**config.mk**
```make
export PLATFORM = sky130hd
export DESIGN_NAME = i2c_cond_sequencer
export DESIGN_NICKNAME = d
export VERILOG_FILES = /design/src/rtl/i2c_seq_pkg.sv /design/src/rtl/i2c_seq_datapath.sv /design/src/rtl/i2c_seq_control.sv /design/src/rtl/i2c_cond_sequencer.sv
export SDC_FILE = /design/constraint.sdc
export NUM_CORES = 1
export LEC_CHECK = 0
export ABC_AREA = 0
export BUFFER_PORTS_ARGS = -buffer_cell sky130_fd_sc_hd__buf_2
export CORE_UTILIZATION = 39
export DETAILED_ROUTE_END_ITERATION = 10
export GPL_TIMING_DRIVEN = 0
export PLACE_DENSITY_LB_ADDON = 0.12
export SKIP_LAST_GASP = 1
export SLEW_MARGIN = 20
export SYNTH_ARGS = -nofsm -noshare
export SYNTH_HDL_FRONTEND = slang
export SYNTH_SLANG_ARGS = --single-unit
```
**constraint.sdc**
```tcl
create_clock -name clk -period 6.4 [get_ports clk]
set_input_delay 0.64 -clock clk [delete_from_list [all_inputs] [get_ports clk]]
set_output_delay 0.64 -clock clk [all_outputs]
set_load 0.005 [all_outputs]
```
**src/rtl/i2c_seq_pkg.sv**
```systemverilog
package i2c_seq_pkg;

  typedef enum logic [3:0] {
    S_IDLE,
    S_ST_FALL,
    S_ST_CLAMP,
    S_HOLD,
    S_BIT_LOW,
    S_BIT_HIGH,
    S_RS_PREP,
    S_RS_RISE,
    S_SP_PREP,
    S_SP_RISE
  } seqState_t;

  // strobes from control to datapath
  typedef struct packed {
    logic loadHalf;
    logic clrBits;
    logic incBits;
  } dpCtrl_t;

  // status from datapath to control
  typedef struct packed {
    logic halfDone;
    logic sclHigh;
    logic busFree;
    logic lastBit;
  } dpStat_t;

  localparam int HALF_W = 8;

  // half SCL period in oscillator ticks for each rate select
  function automatic logic [HALF_W-1:0] halfTicks(input logic [2:0] sel);
    case (sel)
      3'd0:    halfTicks = 8'd14;
      3'd1:    halfTicks = 8'd16;
      3'd2:    halfTicks = 8'd21;
      3'd3:    halfTicks = 8'd31;
      3'd4:    halfTicks = 8'd51;
      3'd5:    halfTicks = 8'd77;
      3'd6:    halfTicks = 8'd103;
      default: halfTicks = 8'd125;
    endcase
  endfunction

endpackage

```
**src/rtl/i2c_seq_datapath.sv**
```systemverilog
module i2c_seq_datapath
  import i2c_seq_pkg::*;
#(
  parameter int TICK_DIV      = 14,
  parameter int BUF_TICKS     = 12,
  parameter int BITS_PER_XFER = 9,
  parameter int SYNC_STAGES   = 2
) (
  input  logic       clk,
  input  logic       rstN,
  input  logic [2:0] clkSel,
  input  logic       sclIn,
  input  logic       sdaIn,
  input  dpCtrl_t    ctrl,
  output dpStat_t    stat,
  output logic       busBusy
);

  localparam int PRE_W      = $clog2(TICK_DIV) + 1;
  localparam int BUF_CYCLES = BUF_TICKS * TICK_DIV;
  localparam int FREE_W     = $clog2(BUF_CYCLES + 1);
  localparam int BIT_W      = $clog2(BITS_PER_XFER + 1);

  // input synchronisers
  logic [SYNC_STAGES-1:0] sclSync, sdaSync;
  always_ff @(posedge clk or negedge rstN) begin
    if (!rstN) begin
      sclSync <= '1;
      sdaSync <= '1;
    end else begin
      sclSync[0] <= sclIn;
      sdaSync[0] <= sdaIn;
    end
  end

  genvar g;
  generate
    for (g = 1; g < SYNC_STAGES; g++) begin : gSync
      always_ff @(posedge clk or negedge rstN) begin
        if (!rstN) begin
          sclSync[g] <= 1'b1;
          sdaSync[g] <= 1'b1;
        end else begin
          sclSync[g] <= sclSync[g-1];
          sdaSync[g] <= sdaSync[g-1];
        end
      end
    end
  endgenerate

  logic sclNow, sdaNow, sclPrev, sdaPrev;
  assign sclNow = sclSync[SYNC_STAGES-1];
  assign sdaNow = sdaSync[SYNC_STAGES-1];

  always_ff @(posedge clk or negedge rstN) begin
    if (!rstN) begin
      sclPrev <= 1'b1;
      sdaPrev <= 1'b1;
    end else begin
      sclPrev <= sclNow;
      sdaPrev <= sdaNow;
    end
  end

  // bus condition detection
  logic startSeen, stopSeen;
  assign startSeen = sclNow && sclPrev && sdaPrev && !sdaNow;
  assign stopSeen  = sclNow && sclPrev && !sdaPrev && sdaNow;

  always_ff @(posedge clk or negedge rstN) begin
    if (!rstN)          busBusy <= 1'b0;
    else if (startSeen) busBusy <= 1'b1;
    else if (stopSeen)  busBusy <= 1'b0;
  end

  // bus-free interval counter, in core cycles
  logic [FREE_W-1:0] freeCnt;
  always_ff @(posedge clk or negedge rstN) begin
    if (!rstN)
      freeCnt <= FREE_W'(BUF_CYCLES);
    else if (stopSeen)
      freeCnt <= '0;
    else if (!busBusy && (freeCnt != FREE_W'(BUF_CYCLES)))
      freeCnt <= freeCnt + 1'b1;
  end

  // half-period timer with restartable prescaler
  logic [PRE_W-1:0]  preCnt;
  logic [HALF_W-1:0] halfCnt;
  logic              tick;
  assign tick = (preCnt == PRE_W'(TICK_DIV - 1));

  always_ff @(posedge clk or negedge rstN) begin
    if (!rstN) begin
      preCnt  <= '0;
      halfCnt <= '0;
    end else if (ctrl.loadHalf) begin
      preCnt  <= '0;
      halfCnt <= halfTicks(clkSel);
    end else if (halfCnt != '0) begin
      preCnt <= tick ? '0 : preCnt + 1'b1;
      if (tick) halfCnt <= halfCnt - 1'b1;
    end
  end

  // SCL pulse counter
  logic [BIT_W-1:0] bitCnt;
  always_ff @(posedge clk or negedge rstN) begin
    if (!rstN)             bitCnt <= '0;
    else if (ctrl.clrBits) bitCnt <= '0;
    else if (ctrl.incBits) bitCnt <= bitCnt + 1'b1;
  end

  assign stat.halfDone = (halfCnt == '0);
  assign stat.sclHigh  = sclNow;
  assign stat.busFree  = !busBusy && (freeCnt == FREE_W'(BUF_CYCLES));
  assign stat.lastBit  = (bitCnt == BIT_W'(BITS_PER_XFER - 1));

endmodule

```
**src/rtl/i2c_seq_control.sv**
```systemverilog
module i2c_seq_control
  import i2c_seq_pkg::*;
(
  input  logic    clk,
  input  logic    rstN,
  input  logic    staReq,
  input  logic    stoReq,
  input  logic    siFlag,
  input  logic    dataSdaLow,
  input  dpStat_t stat,
  output dpCtrl_t ctrl,
  output logic    sclLow,
  output logic    sdaLow,
  output logic    masterMode,
  output logic    startDone,
  output logic    stopDone,
  output logic    byteDone,
  output logic    bitSample,
  output logic    bitNext
);

  seqState_t state, stateNext;
  logic siSeen, bytesMoved;

  always_comb begin
    stateNext = state;
    ctrl      = '0;
    startDone = 1'b0;
    stopDone  = 1'b0;
    byteDone  = 1'b0;
    bitSample = 1'b0;
    bitNext   = 1'b0;
    case (state)
      S_IDLE: begin
        if (staReq && stat.busFree) begin
          stateNext     = S_ST_FALL;
          ctrl.loadHalf = 1'b1;
        end
      end
      S_ST_FALL: begin
        if (stat.halfDone) begin
          stateNext     = S_ST_CLAMP;
          ctrl.loadHalf = 1'b1;
        end
      end
      S_ST_CLAMP: begin
        if (stat.halfDone) begin
          stateNext    = S_HOLD;
          startDone    = 1'b1;
          ctrl.clrBits = 1'b1;
        end
      end
      S_HOLD: begin
        if (siSeen && !siFlag) begin
          ctrl.loadHalf = 1'b1;
          if (stoReq) begin
            stateNext = S_SP_PREP;
          end else if (staReq && bytesMoved) begin
            stateNext = S_RS_PREP;
          end else begin
            stateNext    = S_BIT_LOW;
            ctrl.clrBits = 1'b1;
            bitNext      = 1'b1;
          end
        end
      end
      S_BIT_LOW: begin
        if (stat.halfDone) begin
          stateNext     = S_BIT_HIGH;
          ctrl.loadHalf = 1'b1;
        end
      end
      S_BIT_HIGH: begin
        if (!stat.sclHigh) begin
          ctrl.loadHalf = 1'b1;
        end else if (stat.halfDone) begin
          ctrl.incBits = 1'b1;
          bitSample    = 1'b1;
          if (stat.lastBit) begin
            stateNext = S_HOLD;
            byteDone  = 1'b1;
          end else begin
            stateNext     = S_BIT_LOW;
            ctrl.loadHalf = 1'b1;
            bitNext       = 1'b1;
          end
        end
      end
      S_RS_PREP: begin
        if (stat.halfDone) begin
          stateNext     = S_RS_RISE;
          ctrl.loadHalf = 1'b1;
        end
      end
      S_RS_RISE: begin
        if (!stat.sclHigh) begin
          ctrl.loadHalf = 1'b1;
        end else if (stat.halfDone) begin
          stateNext     = S_ST_FALL;
          ctrl.loadHalf = 1'b1;
        end
      end
      S_SP_PREP: begin
        if (stat.halfDone) begin
          stateNext     = S_SP_RISE;
          ctrl.loadHalf = 1'b1;
        end
      end
      S_SP_RISE: begin
        if (!stat.sclHigh) begin
          ctrl.loadHalf = 1'b1;
        end else if (stat.halfDone) begin
          stateNext = S_IDLE;
          stopDone  = 1'b1;
        end
      end
      default: stateNext = S_IDLE;
    endcase
  end

  always_ff @(posedge clk or negedge rstN) begin
    if (!rstN) state <= S_IDLE;
    else       state <= stateNext;
  end

  // interrupt handshake: leave the parked state only after the flag was raised and cleared
  always_ff @(posedge clk or negedge rstN) begin
    if (!rstN)                         siSeen <= 1'b0;
    else if (startDone || byteDone)    siSeen <= 1'b0;
    else if (state == S_HOLD && siFlag) siSeen <= 1'b1;
  end

  always_ff @(posedge clk or negedge rstN) begin
    if (!rstN)                                   bytesMoved <= 1'b0;
    else if (byteDone)                           bytesMoved <= 1'b1;
    else if (stopDone || stateNext == S_RS_PREP) bytesMoved <= 1'b0;
  end

  // open-drain line enables
  always_comb begin
    sclLow = 1'b0;
    sdaLow = 1'b0;
    case (state)
      S_ST_FALL:  sdaLow = 1'b1;
      S_ST_CLAMP: begin sclLow = 1'b1; sdaLow = 1'b1; end
      S_HOLD:     begin sclLow = 1'b1; sdaLow = dataSdaLow; end
      S_BIT_LOW:  begin sclLow = 1'b1; sdaLow = dataSdaLow; end
      S_BIT_HIGH: sdaLow = dataSdaLow;
      S_RS_PREP:  sclLow = 1'b1;
      S_SP_PREP:  begin sclLow = 1'b1; sdaLow = 1'b1; end
      S_SP_RISE:  sdaLow = 1'b1;
      default: ;
    endcase
  end

  assign masterMode = (state != S_IDLE);

endmodule

```
**src/rtl/i2c_cond_sequencer.sv**
```systemverilog
module i2c_cond_sequencer
  import i2c_seq_pkg::*;
#(
  parameter int TICK_DIV      = 14,
  parameter int BUF_TICKS     = 12,
  parameter int BITS_PER_XFER = 9
) (
  input  logic       clk,
  input  logic       rstN,
  input  logic       staReq,
  input  logic       stoReq,
  input  logic [2:0] clkSel,
  input  logic       siFlag,
  input  logic       dataSdaLow,
  input  logic       sclIn,
  input  logic       sdaIn,
  output logic       sclLow,
  output logic       sdaLow,
  output logic       masterMode,
  output logic       busBusy,
  output logic       startDone,
  output logic       stopDone,
  output logic       byteDone,
  output logic       bitSample,
  output logic       bitNext
);

  dpCtrl_t dpCtrl;
  dpStat_t dpStat;

  i2c_seq_datapath #(
    .TICK_DIV(TICK_DIV),
    .BUF_TICKS(BUF_TICKS),
    .BITS_PER_XFER(BITS_PER_XFER),
    .SYNC_STAGES(2)
  ) uDp (
    .clk(clk),
    .rstN(rstN),
    .clkSel(clkSel),
    .sclIn(sclIn),
    .sdaIn(sdaIn),
    .ctrl(dpCtrl),
    .stat(dpStat),
    .busBusy(busBusy)
  );

  i2c_seq_control uCtl (
    .clk(clk),
    .rstN(rstN),
    .staReq(staReq),
    .stoReq(stoReq),
    .siFlag(siFlag),
    .dataSdaLow(dataSdaLow),
    .stat(dpStat),
    .ctrl(dpCtrl),
    .sclLow(sclLow),
    .sdaLow(sdaLow),
    .masterMode(masterMode),
    .startDone(startDone),
    .stopDone(stopDone),
    .byteDone(byteDone),
    .bitSample(bitSample),
    .bitNext(bitNext)
  );

endmodule

```
### Word level (Yosys, flattened, before mapping)

Cells that the tools add are included.

* logic and storage cells: 131
* output and inout bits: 9
* bits of input ports: 11
* register bits: 38

* reductions and logical operators: 34
* multiplexer cells: 59
* add/sub/neg operators: 4
* equal/unequal tests: 20

Operators by type and width (count)
* 2-to-1 mux 4 bit: 16
* one-hot mux 7 bit (7 select lines): 1
* 2-to-1 mux 8 bit: 5
* one-hot mux 4 bit (10 select lines): 1
* 2-to-1 mux 1 bit: 26
* == test 4 x 3 -> 1 bit (second input constant): 5
* 2-to-1 mux 5 bit: 3
* nonzero test 2 bit: 7
* == test 4 bit (second input constant): 3
* logical AND 1 bit: 11
* == test 3 bit (second input constant): 3
* adder 8 x 1 -> 8 bit (second input constant): 1
* == test 4 x 2 -> 1 bit (second input constant): 2
* == test 8 bit (second input constant): 1
* zero test 8 bit: 1
* != test 8 bit (second input constant): 1
* nonzero test 8 bit: 1
* OR reduction 4 bit: 2
* subtractor 8 x 1 -> 8 bit (second input constant): 1
* == test 3 x 2 -> 1 bit (second input constant): 2
* one-hot mux 1 bit (2 select lines): 3
* one-hot mux 1 bit (6 select lines): 1
* adder 5 x 1 -> 5 bit (second input constant): 1
* == test 5 x 4 -> 1 bit (second input constant): 1
* 13 further kinds: 18

### Depth between registers and ports, before layout

* word-level depth: 9
* gate-level depth with buffers: 8
* mapped depth without buffers: 7

### Modules after synthesis

Synthesis repeated with hierarchy kept, for this count alone.

* cells, all modules: 257
* area, all modules: 2376.0 sq um

By module, submodules not included
* i2c_seq_datapath: cells an instance 178, area each 1785.5 sq um, sequential area each 812.0 sq um, instances 1
* i2c_seq_control: cells an instance 79, area each 590.6 sq um, sequential area each 150.1 sq um, instances 1

### Worst setup path before layout

Ideal clock, no wire load.

* path type: flip-flop to output port
* start: register uDp.halfCnt[0]
* end: output port startDone
* buffers on the path: 1
* arrival: 1.606 ns
* data required time: 5.760 ns
* cell stages (with the launch flop): 8
* setup slack: 4.154 ns
* cell sequence: dfrtp_1 > inv_1 > ha_1 > or3b_2 > nor2_1 > buf_2 > nand3_1 > nor2_1

* longest elaborated chain between the ends: 3

RTL lines
* from (decl): RTL line i2c_seq_datapath.sv:89 `logic [HALF_W-1:0] halfCnt;`
* from (signal assigned): RTL line i2c_seq_datapath.sv:99 `halfCnt <= halfTicks(clkSel);`
* from (signal assigned): RTL line i2c_seq_datapath.sv:102 `if (tick) halfCnt <= halfCnt - 1'b1;`
* zero test 8 bit: RTL line i2c_seq_datapath.sv:114 `assign stat.halfDone = (halfCnt == '0);`
* 2-to-1 mux 1 bit: RTL line i2c_seq_control.sv:47 `if (stat.halfDone) begin`
* 2-to-1 mux 1 bit: RTL line i2c_seq_control.sv:33 `case (state)`
* to (decl): RTL line i2c_cond_sequencer.sv:21 `output logic startDone,`

Every way passes these cells.

### Worst setup path in the final report

* start: register uDp.halfCnt[0]
* end: output port bitNext

* longest elaborated chain between the ends: 4

RTL lines
* zero test 8 bit: RTL line i2c_seq_datapath.sv:114
* 2-to-1 mux 1 bit: RTL line i2c_seq_control.sv:76 `end else if (stat.halfDone) begin`
* 2-to-1 mux 1 bit: RTL line i2c_seq_control.sv:74 `if (!stat.sclHigh) begin`
* one-hot mux 1 bit (2 select lines): RTL line i2c_seq_control.sv:33
* to (decl): RTL line i2c_cond_sequencer.sv:25 `output logic bitNext`

Every way passes these cells.

==> results.ini <==
[status]
status=finished clean

[flow_run]
cap_viol_max_count=0

[cts]
ctsRootBufferMaster=clkbuf_8
cts_buffer_depth=2
htreeDepth=2
clk_pin_slew_ns=0.08
worstSkewPairLatency_ns=0.30
holdBufCountCts=0
clock-sinks=38
numCtsBuffers=5
cts_tree=built
cts_setup_buffers=0
ctsResizeCount=0

[power]
combPwrFrac=0.247
vdd_drop_max_mv=0.148
clockPowerShare=0.286
power_density_mw_per_mm2=292
p_leak_nw=1.11
seq_power_share=0.467
power_w=0.000757
swShare=0.324
p_int_w=0.000512
p_switching_w=0.000245

[synth]
synth_cell_types=50
seq_area_frac_synth=0.419
synth-async-reset-ratio=1.00
yosys-top-cells-area=dfrtp_1 (32%), dfstp_2 (10%), nor2_1 (6.0%)
ys_seq_elements=38
yosysWarnings=0
yosysTopAreaCell=dfrtp_1
postSynthAreaPerCell_um2=9.18
synth_most_common_cell=nor2_1
synth_enable_flop_cells=0
synth_top_area_frac=0.316
syn_nets=268
synth_area_mm2=0.00230
synth_ff_type=dfrtp_1
synthTopCellsByCount=nor2_1 (37), dfrtp_1 (29), nand2_1 (17)
netlist_instances=250

[critical_path]
cp.arrival_ns=2.48
worstSetupEndpointType=primary output
crit_required_ns=5.76
slowest_stage=nor3b_1
path_max_fanout=6
crit_chain=inv_1 > ha_1 > nor3b_1 > nand4_1 > o21ai_0 > buf_2
crit_type=register to primary output
slowest_delay_ns=0.70
startpoint_type=register

[sta]
fmax_ghz=0.321
drv_slew=0
fin_crit_ns=3.12
relSlewSlack=0.393
final.setup.tns_ns=0
timing.final.crit_share=0.487
skew_ns=0.00871
grt_setup_unrepaired=no
hold_ws_ns=0.357
setup-violations-final=0
hold_viol_final=0
worst_pin_slew_ns=0.909

[final_layout]
diodes=0
layout.nets=292
drive_gt1_frac=0.164
final_core_util=0.465
syn_to_final_growth_pct=13.0
final_area_mm2=0.00259

[floorplanning]
die_w_um=78.7
initial_core_util=0.412
ios=20
die_area_mm2=0.00620
core_area_mm2=0.00557
rows=27
dieHeight_um=78.7

[placement]
io_buffers=17
place_area_mm2=0.00247
dp_hpwl_mm=3.57
gp_congestion=0.843

[route]
ant_nets=0
vias=1852
wirelength_mm=4.97
wire_per_inst_um=14.3
drtIter0Drc=133
route.detailed.drc=0
post_drt_via_cell_ratio=5.34
first_pass_iters=4

[global_routing]
grt_usage=0.182
grt_pass1_wl_mm=8.67
grt.overflow.total=0
grt_start_max_net_pins=39
grt_pass1_vias=1804
antenna_found_initial=0

[worst_hold_path]
hold_class=register to register

final timing paths:
kind / slack (ns) / from / endpoint / depth (start not counted)
worst max-delay path: 3.28 / uDp.halfCnt[0] / bitNext / 6
worst min-delay path: 0.36 / uDp.sclSync[0] / uDp.sclNow / 0
worst max register to register: 4.03 / uDp.halfCnt[0] / uDp.halfCnt[3] / 7
worst min register to register: 0.36 / uDp.sclSync[0] / uDp.sclNow / 0
max in group asynchronous: 5.41 / rstN / uDp.preCnt[3] / 1
min in group asynchronous: 0.44 / rstN / uDp.freeCnt[4] / 1
cell type report:
class / count / area (um2)
Buffer: 8 / 32.5
Clock buffer: 7 / 86.3
Clock inverter: 1 / 30.0
Fill cell: 570 / 2980
Inverter: 14 / 52.6
Multi-Input combinational cell: 190 / 1250
Sequential cell: 38 / 962
Tap cell: 72 / 90.1
Timing Repair Buffer: 17 / 85.1
registers in the layout (all words and copies together) (netlist names), 4 cells and up:
register,count
uCtl.state,4
uDp.halfCnt,8
uDp.freeCnt,8
uDp.preCnt,5
uDp.bitCnt,4
metrics by stage:
step                      worst slack, ns  cells
after global routing                 3.11    347
final                                3.28    347
after CTS                            3.09    347
after detailed placement             3.45    339
after floorplan                      4.15    250
after global placement               3.51    339
worst max-delay path, delay by kind of cell (launching register included):
family / cells / cell delay [ns]
DFF: 1 / 0.41
buffers and inverters: 2 / 0.22
and+or+nand+nor: 2 / 1.06
adders and majority gates: 1 / 0.21
AOI/OAI and AO/OA: 1 / 0.28
layout by cell type, fill, tap and decap left out, types with 6 or more instances in the layout:
| master | Yosys | layout |
|---|---|---|
| nand2_1 | 17 | 17 |
| xnor2_1 | 9 | 9 |
| nand3_1 | 6 | 6 |
| clkbuf_1 | 6 | 7 |
| buf_2 | 2 | 19 |
| dfrtp_1 | 29 | 29 |
| clkbuf_8 | 0 | 6 |
| nor2b_1 | 6 | 6 |
| nor2_1 | 37 | 37 |
| inv_1 | 14 | 14 |
| xor2_1 | 13 | 13 |
| a21oi_1 | 11 | 11 |
| dfstp_2 | 9 | 9 |
| o21ai_0 | 11 | 11 |
| ha_1 | 7 | 7 |
| nand4_1 | 8 | 8 |
| mux2i_1 | 7 | 7 |
power by group through the flow:
stage | clock network (W) | registers, W | logic (W)
2_1_floorplan | 0 | 0.000342 | 0.000149
3_3_place_gp | 0 | 0.000353 | 0.000181
3_5_place_dp | 0 | 0.000355 | 0.000188
4_1_cts | 0.000224 | 0.000351 | 0.000189
5_1_grt | 0.000232 | 0.000364 | 0.000214
6_report | 0.000217 | 0.000353 | 0.000187
kinds of logic after synthesis:
| group | synth area share |
|---|---|
| xor+xnor | 0.0839 |
| fa+ha+maj | 0.0381 |
| compound gates | 0.118 |
| flops | 0.419 |
| simple gates | 0.264 |
| mux | 0.0403 |
| buf+inv | 0.0371 |
routing by layer:
metal	GRT usage	vias to the layer above	share of wire
li1	-	932	-
met1	0.250	871	0.50
met2	0.279	41	0.44
met3	0.0333	8	0.037
met4	0.0778	0	0.018
met5	0	-	0
(Power assumes the default switching activity.)
